### config.mk
export PLATFORM = sky130hd
export DESIGN_NAME = spdif_cs_capture
export DESIGN_NICKNAME = d
export VERILOG_FILES = /design/src/rtl/spdif_cs_pkg.sv /design/src/rtl/cs_bit_sequencer.sv /design/src/rtl/cs_shadow_store.sv /design/src/rtl/cs_word_mux.sv /design/src/rtl/spdif_cs_capture.sv
export SDC_FILE = /design/constraint.sdc
export NUM_CORES = 1
export LEC_CHECK = 0
export ABC_CLOCK_PERIOD_IN_PS = 2500
export BUFFER_PORTS_ARGS = -buffer_cell sky130_fd_sc_hd__buf_2
export CORE_MARGIN = 2
export CORE_UTILIZATION = 45
export CTS_CLUSTER_DIAMETER = 100
export DETAILED_ROUTE_END_ITERATION = 10
export GPL_ROUTABILITY_DRIVEN = 0
export SLEW_MARGIN = 0
export SYNTH_ARGS = -nofsm -noshare
export SYNTH_HDL_FRONTEND = slang
export SYNTH_SLANG_ARGS = --single-unit
### constraint.sdc
create_clock -name clk -period 2.5 [get_ports clk]
set_clock_uncertainty 0.05 [all_clocks]
set_input_delay 0.125 -clock clk [delete_from_list [all_inputs] [get_ports clk]]
set_output_delay 0.125 -clock clk [all_outputs]
set_load 0.03 [all_outputs]
### src/rtl/spdif_cs_pkg.sv
package spdif_cs_pkg;

    localparam int CS_BITS   = 192;
    localparam int WORD_W    = 32;
    localparam int NUM_WORDS = CS_BITS / WORD_W;
    localparam int SEL_W     = 3;
    localparam int IDX_W     = $clog2(CS_BITS + 1);

    typedef enum logic [1:0] {
        PRE_BLOCK = 2'b00,
        PRE_CHA   = 2'b01,
        PRE_CHB   = 2'b10,
        PRE_RSVD  = 2'b11
    } pre_e;

    typedef struct packed {
        logic             en;
        logic [IDX_W-1:0] idx;
        logic             bit_val;
        logic             commit;
    } cs_wr_t;

    typedef logic [WORD_W-1:0] cs_word_t;

    function automatic logic subframe_is_ours(input pre_e p, input logic ch_b);
        if (ch_b) return p == PRE_CHB;
        return (p == PRE_BLOCK) || (p == PRE_CHA);
    endfunction

endpackage

### src/rtl/cs_bit_sequencer.sv
module cs_bit_sequencer
    import spdif_cs_pkg::*;
(
    input  logic             clk,
    input  logic             rst,
    input  logic             sf_valid,
    input  pre_e             sf_pre,
    input  logic             sf_cbit,
    input  logic             chan_sel,
    output cs_wr_t           wr,
    output logic [IDX_W-1:0] bit_idx,
    output logic             armed
);

    logic chan_q;
    logic chan_chg;
    logic is_start;
    logic own;

    always_comb begin
        chan_chg   = chan_sel != chan_q;
        is_start   = sf_valid && (sf_pre == PRE_BLOCK);
        own        = sf_valid && subframe_is_ours(sf_pre, chan_sel);
        wr.idx     = is_start ? '0 : bit_idx;
        wr.bit_val = sf_cbit;
        wr.en      = !chan_chg && own && (is_start || armed);
        wr.commit  = wr.en && (wr.idx == IDX_W'(CS_BITS - 1));
    end

    always_ff @(posedge clk) begin
        if (rst) begin
            chan_q  <= 1'b0;
            armed   <= 1'b0;
            bit_idx <= '0;
        end else begin
            chan_q <= chan_sel;
            if (chan_chg) begin
                armed   <= 1'b0;
                bit_idx <= '0;
            end else if (is_start) begin
                armed   <= 1'b1;
                bit_idx <= own ? IDX_W'(1) : '0;
            end else if (wr.en) begin
                bit_idx <= bit_idx + IDX_W'(1);
                if (wr.commit) armed <= 1'b0;
            end
        end
    end

endmodule

### src/rtl/cs_shadow_store.sv
module cs_shadow_store
    import spdif_cs_pkg::*;
(
    input  logic               clk,
    input  logic               rst,
    input  cs_wr_t             wr,
    output logic [CS_BITS-1:0] visible
);

    logic [CS_BITS-1:0] shadow;
    logic [CS_BITS-1:0] shadow_nx;

    always_comb begin
        shadow_nx = shadow;
        if (wr.en) shadow_nx[wr.idx] = wr.bit_val;
    end

    always_ff @(posedge clk) begin
        if (rst) begin
            shadow  <= '0;
            visible <= '0;
        end else begin
            shadow <= shadow_nx;
            if (wr.commit) visible <= shadow_nx;
        end
    end

endmodule

### src/rtl/cs_word_mux.sv
module cs_word_mux
    import spdif_cs_pkg::*;
(
    input  logic [CS_BITS-1:0] visible,
    input  logic [SEL_W-1:0]   sel,
    output cs_word_t           word
);

    cs_word_t words [NUM_WORDS];

    for (genvar g = 0; g < NUM_WORDS; g++) begin : g_split
        assign words[g] = visible[g*WORD_W +: WORD_W];
    end

    always_comb begin
        word = '0;
        for (int w = 0; w < NUM_WORDS; w++) begin
            if (sel == SEL_W'(w)) word = words[w];
        end
    end

endmodule

### src/rtl/spdif_cs_capture.sv
module spdif_cs_capture
    import spdif_cs_pkg::*;
(
    input  logic              clk,
    input  logic              rst,
    input  logic              sf_valid,
    input  logic [1:0]        sf_pre,
    input  logic              sf_cbit,
    input  logic              chan_sel,
    input  logic [SEL_W-1:0]  word_sel,
    output logic [WORD_W-1:0] status_word
);

    cs_wr_t             wr;
    logic               commit;
    logic [IDX_W-1:0]   bit_idx;
    logic               armed;
    logic [CS_BITS-1:0] visible;

    assign commit = wr.commit;

    cs_bit_sequencer u_seq (
        .clk      (clk),
        .rst      (rst),
        .sf_valid (sf_valid),
        .sf_pre   (pre_e'(sf_pre)),
        .sf_cbit  (sf_cbit),
        .chan_sel (chan_sel),
        .wr       (wr),
        .bit_idx  (bit_idx),
        .armed    (armed)
    );

    cs_shadow_store u_store (
        .clk     (clk),
        .rst     (rst),
        .wr      (wr),
        .visible (visible)
    );

    cs_word_mux u_mux (
        .visible (visible),
        .sel     (word_sel),
        .word    (status_word)
    );

endmodule

# Yosys cells after proc, flatten, opt, wreduce, memory -nomap -nowiden
# Cells that the tools add are included.
# word_totals
reg_bits,394
latch_bits,0
ramBits,0
rom_bits,0
in_bits,10
out_inout_bits,32
word_cells,52
n_memories,0
# classes
n_addsub,1
mul,0
div_mod_pow,0
magnitude_cmp,2
eq_ne,9
n_shift,0
muxes,20
bitwise,0
n_reduce_logical,15
# op_table
op,n
$bwmux 192,1
$mux 192,1
$mux 32,6
$mux 8,3
$lt 8x9->1 const B,1
$add 8x1->8 const B,1
$demux 1 s8,1
$eq 8x8->1 const B,1
$ge 8x1->1 const B,1
$mux 1,8
$eq 3x2->1 const B,2
$eq 3x3->1 const B,2
$logic_and 1x1->1,6
$reduce_bool 2->1,2
$eq 3x1->1 const B,1
$logic_not 3->1,1
$eq 2x1->1 const B,1
$eq 2x2->1 const B,1
$logic_not 2->1,1
$logic_or 1x1->1,2
$reduce_and 2->1,1
$reduce_or 2->1,1
$logic_not 1->1,1
$ne 1x1->1,1

# Longest topological paths before layout
# logic_depth
depth_word,10
ltp_mapped,8
depth_no_buf,5

# By module
# Synthesis repeated with hierarchy kept, for this count alone.
# hier_totals
hier_cells,2035
area_unflattened_um2,19128.3
# modules_own_cells
mod,n_inst,cells_per_inst,area_each_um2,seq_area_each_um2
cs_shadow_store,1,1758,16553.4,7687.4
cs_word_mux,1,198,1913.1,0.0
cs_bit_sequencer,1,79,661.9,200.2

# Worst setup path before layout
# No wires, ideal clock.
# synth_path
kind,reg2reg
from,register u_seq.armed
to,register u_store.shadow[31]
setup_ps,132
arrival_time_ps,1844
required_time_ps,2318
path_slack_ps,474
path_stages_with_launch,7
n_path_buf,1
period_less_slack_ps,2026
cell_sequence,dfxtp_1 > clkbuf_1 > or4b_1 > o211a_1 > or4_1 > o21ai_1 > a21oi_1
# synth_via
elab_chain_cells,3
# synth_lines
item,line_no,text
from (decl),cs_bit_sequencer.sv:12,output logic armed
from (signal assigned),cs_bit_sequencer.sv:33,armed <= 1'b0;
from (signal assigned),cs_bit_sequencer.sv:38,armed <= 1'b0;
from (signal assigned),cs_bit_sequencer.sv:41,armed <= 1'b1;
$logic_or 1x1->1,cs_bit_sequencer.sv:26,wr.en = !chan_chg && own && (is_start || armed);
$logic_and 1x1->1,cs_bit_sequencer.sv:26,
$mux 192,cs_shadow_store.sv:15,if (wr.en) shadow_nx[wr.idx] = wr.bit_val;
to (signal assigned),cs_shadow_store.sv:23,shadow <= shadow_nx;
to (decl),cs_shadow_store.sv:10,logic [CS_BITS-1:0] shadow;
# No other way between the ends.
# A chain may end at the register's enable or synchronous reset.

# Final worst setup path
# layout_path
from,register u_seq.bit_idx[4]
to,register u_store.shadow[118]
# layout_via
elab_chain_cells,7
elab_cells_between_ends,8
cone_classes,order compare (2); mux (5); reduce/logical (1)
# layout_lines
item,line_no,text
from (decl),cs_bit_sequencer.sv:11,"output logic [IDX_W-1:0] bit_idx,"
from (signal assigned),cs_bit_sequencer.sv:42,bit_idx <= own ? IDX_W'(1) : '0;
from (signal assigned),cs_bit_sequencer.sv:44,bit_idx <= bit_idx + IDX_W'(1);
$mux 8 *,cs_bit_sequencer.sv:24,wr.idx = is_start ? '0 : bit_idx;
$lt 8x9->1 (implied by the code) / $ge 8x1->1 (equally long branches),cs_shadow_store.sv:15,
$logic_and 1x1->1 (implied by the code),cs_shadow_store.sv:15,
$mux 1 (implied by the code),cs_shadow_store.sv:15,
$demux 1 s8 *,--,
$bwmux 192 *,cs_shadow_store.sv:15,
$mux 192 *,cs_shadow_store.sv:15,
# Mark *: on every way between the ends. The rest lies on a longest branch, timed or not.

==> report_table.html <==
<table>
<tr><th>Metric</th><th>Value</th></tr>
<tr><th colspan="2">Timing</th></tr>
<tr><td>Period minus WS final</td><td>2.48 ns</td></tr>
<tr><td>Final worst-path cycle share</td><td>99.3%</td></tr>
<tr><td>Maximum operating frequency</td><td>403 MHz</td></tr>
<tr><td>Final setup viols</td><td>0</td></tr>
<tr><td>Pin slew with the least headroom to its limit</td><td>0.991 ns</td></tr>
<tr><td>Headroom to the max-slew limit</td><td>33.9%</td></tr>
<tr><td>Setup repair after global routing missed its margin</td><td>true</td></tr>
<tr><td>Worst Setup Slack, final</td><td>0.0181 ns</td></tr>
<tr><td>Total count of max-transition violations in the final report</td><td>0</td></tr>
<tr><td>Endpoints failing hold</td><td>0</td></tr>
<tr><td>Final sum of negative setup slack</td><td>0 ns</td></tr>
<tr><td>Minimum hold slack</td><td>0.0321 ns</td></tr>
<tr><th colspan="2">Routing</th></tr>
<tr><td>Number of DRC violations after detailed routing</td><td>0</td></tr>
<tr><td>Overall via count from detail_route</td><td>16,200</td></tr>
<tr><td>DRC violation total after the first TritonRoute iteration</td><td>1,793</td></tr>
<tr><td>Avg Vias per Cell</td><td>6.19</td></tr>
<tr><td>Routed Antenna Nets</td><td>0</td></tr>
<tr><td>First-pass iteration count of the detailed router</td><td>6</td></tr>
<tr><td>Total wire length</td><td>60,900 µm</td></tr>
<tr><td>WL/cell</td><td>23.3 µm</td></tr>
<tr><th colspan="2">CTS</th></tr>
<tr><td>Maximum clock path buffer count</td><td>3</td></tr>
<tr><td>Number of buffers inserted during clock tree synthesis</td><td>43</td></tr>
<tr><td>H-tree depth</td><td>2</td></tr>
<tr><td>CTS Root Cell</td><td>sky130_fd_sc_hd__clkbuf_16</td></tr>
<tr><td>CTS tree</td><td>yes</td></tr>
<tr><td>Post-CTS clock slew at the launch and capture registers of the worst setup and hold paths</td><td>0.06 ns</td></tr>
<tr><td>Total setup buffers inserted after CTS</td><td>0</td></tr>
<tr><td>Insertion delay of the later-clocked pin in the worst-skew pair</td><td>0.55 ns</td></tr>
<tr><td>Sink Count</td><td>393</td></tr>
<tr><th colspan="2">Logic synthesis</th></tr>
<tr><td>Post-Syn Instances</td><td>2,064</td></tr>
<tr><td>Top area cells in the synthesized netlist</td><td>sky130_fd_sc_hd__dfxtp_1, sky130_fd_sc_hd__nand2_1, sky130_fd_sc_hd__mux2i_1, sky130_fd_sc_hd__a21oi_1, sky130_fd_sc_hd__nand3_1</td></tr>
<tr><td>Post-synth design cell area</td><td>16,900 µm²</td></tr>
<tr><td>Warnings, synthesis</td><td>0</td></tr>
<tr><td>Average footprint of a synthesized cell</td><td>8.20 µm²</td></tr>
<tr><td>Count of distinct cell types in the synthesized netlist</td><td>62</td></tr>
<tr><td>Post-synth top flop</td><td>sky130_fd_sc_hd__dfxtp_1</td></tr>
<tr><td>Cell with the most instances after synthesis</td><td>sky130_fd_sc_hd__dfxtp_1</td></tr>
<tr><td>Synthesized net count</td><td>2,075</td></tr>
<tr><td>Yosys top cell by area</td><td>sky130_fd_sc_hd__dfxtp_1</td></tr>
<tr><td>Number of flops mapped to enable cells by yosys</td><td>0</td></tr>
<tr><td>Post-synthesis async set-or-reset flop share</td><td>0%</td></tr>
<tr><td>Commonest cells in the synthesized netlist</td><td>sky130_fd_sc_hd__dfxtp_1, sky130_fd_sc_hd__nand2_1, sky130_fd_sc_hd__a21oi_1</td></tr>
<tr><td>Sequential element share of the synthesized area</td><td>46.5%</td></tr>
<tr><td>Fraction of synthesized cell area taken by the top area cell type</td><td>46.5%</td></tr>
<tr><td>#FFs+latches synth</td><td>393</td></tr>
<tr><th colspan="2">Run</th></tr>
<tr><td>Number of max-cap violations</td><td>0</td></tr>
<tr><th colspan="2">Power</th></tr>
<tr><td>Design Power</td><td>13.5 mW</td></tr>
<tr><td>Worst IR Drop VDD</td><td>0.000435 V</td></tr>
<tr><td>Power per unit of standard cell area</td><td>679 nW/µm²</td></tr>
<tr><td>Static leakage</td><td>6.87 nW</td></tr>
<tr><th colspan="2">Critical path</th></tr>
<tr><td>CP cell instances</td><td>and4b_1, o2111ai_1, nor3_1, mux2i_1, nor2_1</td></tr>
<tr><td>Worst setup path startpoint</td><td>u_seq.bit_idx[4]</td></tr>
<tr><td>Cell with the largest stage delay on the worst path</td><td>sky130_fd_sc_hd__dfxtp_1</td></tr>
<tr><td>Critical path endpoint category</td><td>flop</td></tr>
<tr><td>Launching point of the worst reg2reg path</td><td>u_seq.bit_idx[4]</td></tr>
<tr><td>Worst Path Class, Setup</td><td>reg -&gt; reg</td></tr>
<tr><td>Top delay family on crit path</td><td>simple AND/OR/NAND/NOR gates</td></tr>
<tr><td>Maximum single-stage delay on the critical path</td><td>0.59 ns</td></tr>
<tr><td>Maximum fanout count along the critical path</td><td>11</td></tr>
<tr><td>Category of the worst setup path launch point</td><td>flop</td></tr>
<tr><td>Count of buffer and inverter cells on the critical path</td><td>0</td></tr>
<tr><td>Reg2Reg Setup Slack</td><td>0.02 ns</td></tr>
<tr><td>Critical path data arrival time</td><td>2.85 ns</td></tr>
<tr><td>Worst path required time</td><td>2.86 ns</td></tr>
<tr><td>Worst Reg2Reg Path Length in Cells</td><td>5</td></tr>
<tr><td>End of the worst register-to-register path</td><td>u_store.shadow[118]</td></tr>
<tr><th colspan="2">Placement</th></tr>
<tr><td>Worst setup slack after placement</td><td>-0.184 ns</td></tr>
<tr><td># port buffers</td><td>41</td></tr>
<tr><td>HPWL after detailed placement</td><td>41,800 µm</td></tr>
<tr><th colspan="2">Die</th></tr>
<tr><td>Height of the die</td><td>198 µm</td></tr>
<tr><td>Area of the placeable core</td><td>37,300 µm²</td></tr>
<tr><td>Effective utilization at floorplan</td><td>45.4%</td></tr>
<tr><td>IO Count</td><td>42</td></tr>
<tr><td>Floorplan die area</td><td>39,200 µm²</td></tr>
<tr><td>Die W</td><td>198 µm</td></tr>
<tr><td>Number of rows created at floorplan</td><td>71</td></tr>
<tr><th colspan="2">Worst hold path</th></tr>
<tr><td>Worst hold path depth</td><td>3</td></tr>
<tr><td>Launch instance of the worst min-delay path</td><td>sf_valid</td></tr>
<tr><td>Worst-case hold path end point</td><td>u_store.shadow[0]</td></tr>
<tr><td>Class of the worst hold path</td><td>in -&gt; reg</td></tr>
<tr><th colspan="2">Global route</th></tr>
<tr><td>First-pass GRT wire length</td><td>93,400 µm</td></tr>
<tr><td>Largest net degree at the start of global routing</td><td>187</td></tr>
<tr><td>Number of global-route vias before repair</td><td>15,300</td></tr>
<tr><td>Overall routing resource usage</td><td>31.2%</td></tr>
<tr><td>Number of antenna violations at the first check in global routing</td><td>0</td></tr>
<tr><td>Aggregate global routing overflow</td><td>0</td></tr>
<tr><th colspan="2">Cells and area</th></tr>
<tr><td>Synthesis-to-layout area growth</td><td>17.0%</td></tr>
<tr><td>Net count of the finished layout</td><td>2,125</td></tr>
<tr><td>Proportion of layout cells with a drive suffix above 1</td><td>14.4%</td></tr>
<tr><td>Antenna diode count</td><td>0</td></tr>
<tr><td>Utilization of the core after routing</td><td>53.1%</td></tr>
<tr><th colspan="2">Status</th></tr>
<tr><td>Status</td><td>finished clean</td></tr>
</table>
==> report_power, final <==
group          switching [mW]  internal [mW]  total, mW
sequential            0.00582           6.26       6.27
combinational           0.359          0.106      0.465
clock                    2.57           4.15       6.72
total                    2.94           10.5       13.5
==> state kept, by name (all words and copies together) (netlist names) <==
signal	cells
u_store.shadow	191
u_store.visible	192
u_seq.bit_idx	8
u_seq.armed	1
u_seq.chan_q	1
==> area by class of cell <==
cell class	count	area, µm²
tap	474	593
timing repair buffer	192	1520
clock buffer	61	1280
sequential	393	7870
multi-input combinational	1477	8310
fill	3507	17500
clock inverter	13	218
inverter	7	28.8
==> worst min-delay path: cells and delay by family <==
family          cells  cell delay [ns]
buf+inv             1             0.20
compound gates      1             0.08
simple gates        1             0.16
==> stage by stage <==
stage / instances / instance area, µm²
finish: 2617 / 19800
global route: 2617 / 19800
CTS: 2617 / 19800
detailed placement: 2541 / 18300
global placement: 2541 / 18300
floorplan: 2064 / 16900
==> worst max path at each step <==
stage                           to  slack [ns]  cells past startpoint
3_5_place_dp   u_store.shadow[109]       -0.18                      8
4_1_cts        u_store.shadow[122]        0.05                      6
6_report       u_store.shadow[118]        0.02                      5
2_1_floorplan   u_store.shadow[31]        0.47                      6
3_3_place_gp   u_store.shadow[109]       -0.20                      8
5_1_grt          u_store.shadow[4]       -0.01                      6
==> metal layers <==
metal | share of wire (%) | track usage, % | vias up | wire length (µm)
li1 | - | - | 7438 | -
met1 | 43 | 43.9 | 7834 | 26500
met2 | 44 | 47.8 | 776 | 26600
met3 | 8.8 | 5.20 | 146 | 5370
met4 | 4.1 | 12.2 | 0 | 2500
met5 | 0 | 0 | - | 0
==> timing repair <==
action | 4_1_cts | 5_1_grt
gates cloned | 0 | 0
setup endpoints to repair | 2 | 7
hold buffers | 2 | 0
pin swaps | 0 | 1
endpoints found under the hold margin | 11 | 0
resized for setup | 2 | 8
==> cell usage in the layout (no fill, tap or decap), types with 4 or more instances in the layout <==
cell type and count:
sky130_fd_sc_hd__dfxtp_1 390, sky130_fd_sc_hd__nand2_1 346, sky130_fd_sc_hd__a21oi_1 227, sky130_fd_sc_hd__nand3_1 157
sky130_fd_sc_hd__nor2_1 142, sky130_fd_sc_hd__buf_4 137, sky130_fd_sc_hd__o21ai_0 126, sky130_fd_sc_hd__mux2i_1 118
sky130_fd_sc_hd__o21ai_1 47, sky130_fd_sc_hd__clkbuf_16 45, sky130_fd_sc_hd__buf_2 39, sky130_fd_sc_hd__nand4_1 35
sky130_fd_sc_hd__nor3_1 30, sky130_fd_sc_hd__o221ai_1 28, sky130_fd_sc_hd__o311ai_0 18, sky130_fd_sc_hd__o41ai_1 16
sky130_fd_sc_hd__o31ai_1 15, sky130_fd_sc_hd__o211ai_1 14, sky130_fd_sc_hd__or3_1 14, sky130_fd_sc_hd__a211oi_1 13
sky130_fd_sc_hd__buf_12 13, sky130_fd_sc_hd__nor2b_1 11, sky130_fd_sc_hd__clkbuf_8 10, sky130_fd_sc_hd__nor4_1 9
sky130_fd_sc_hd__and3_1 9, sky130_fd_sc_hd__a31o_2 9, sky130_fd_sc_hd__nand2b_1 8, sky130_fd_sc_hd__or4_1 7
sky130_fd_sc_hd__clkbuf_1 7, sky130_fd_sc_hd__inv_1 6, sky130_fd_sc_hd__and2_1 6, sky130_fd_sc_hd__nor4_2 6
sky130_fd_sc_hd__clkinv_2 6, sky130_fd_sc_hd__bufinv_16 6, sky130_fd_sc_hd__mux4_2 4, sky130_fd_sc_hd__o22ai_1 4
sky130_fd_sc_hd__nand4b_1 4, sky130_fd_sc_hd__nand3b_1 4, sky130_fd_sc_hd__xnor2_1 4
==> kinds of logic after synthesis <==
family | after synthesis | share of synthesized area [%]
buffers and inverters | 194 | 4.89
XOR/XNOR | 7 | 0.362
adder cells (fa/ha/maj) | 1 | 0.0739
flip-flops | 393 | 46.5
multiplexers | 124 | 7.64
AND/OR/NAND/NOR | 819 | 22.5
AO/OA/AOI/OAI | 526 | 18.1
No activity file was read; power rests on OpenSTA's default activity.
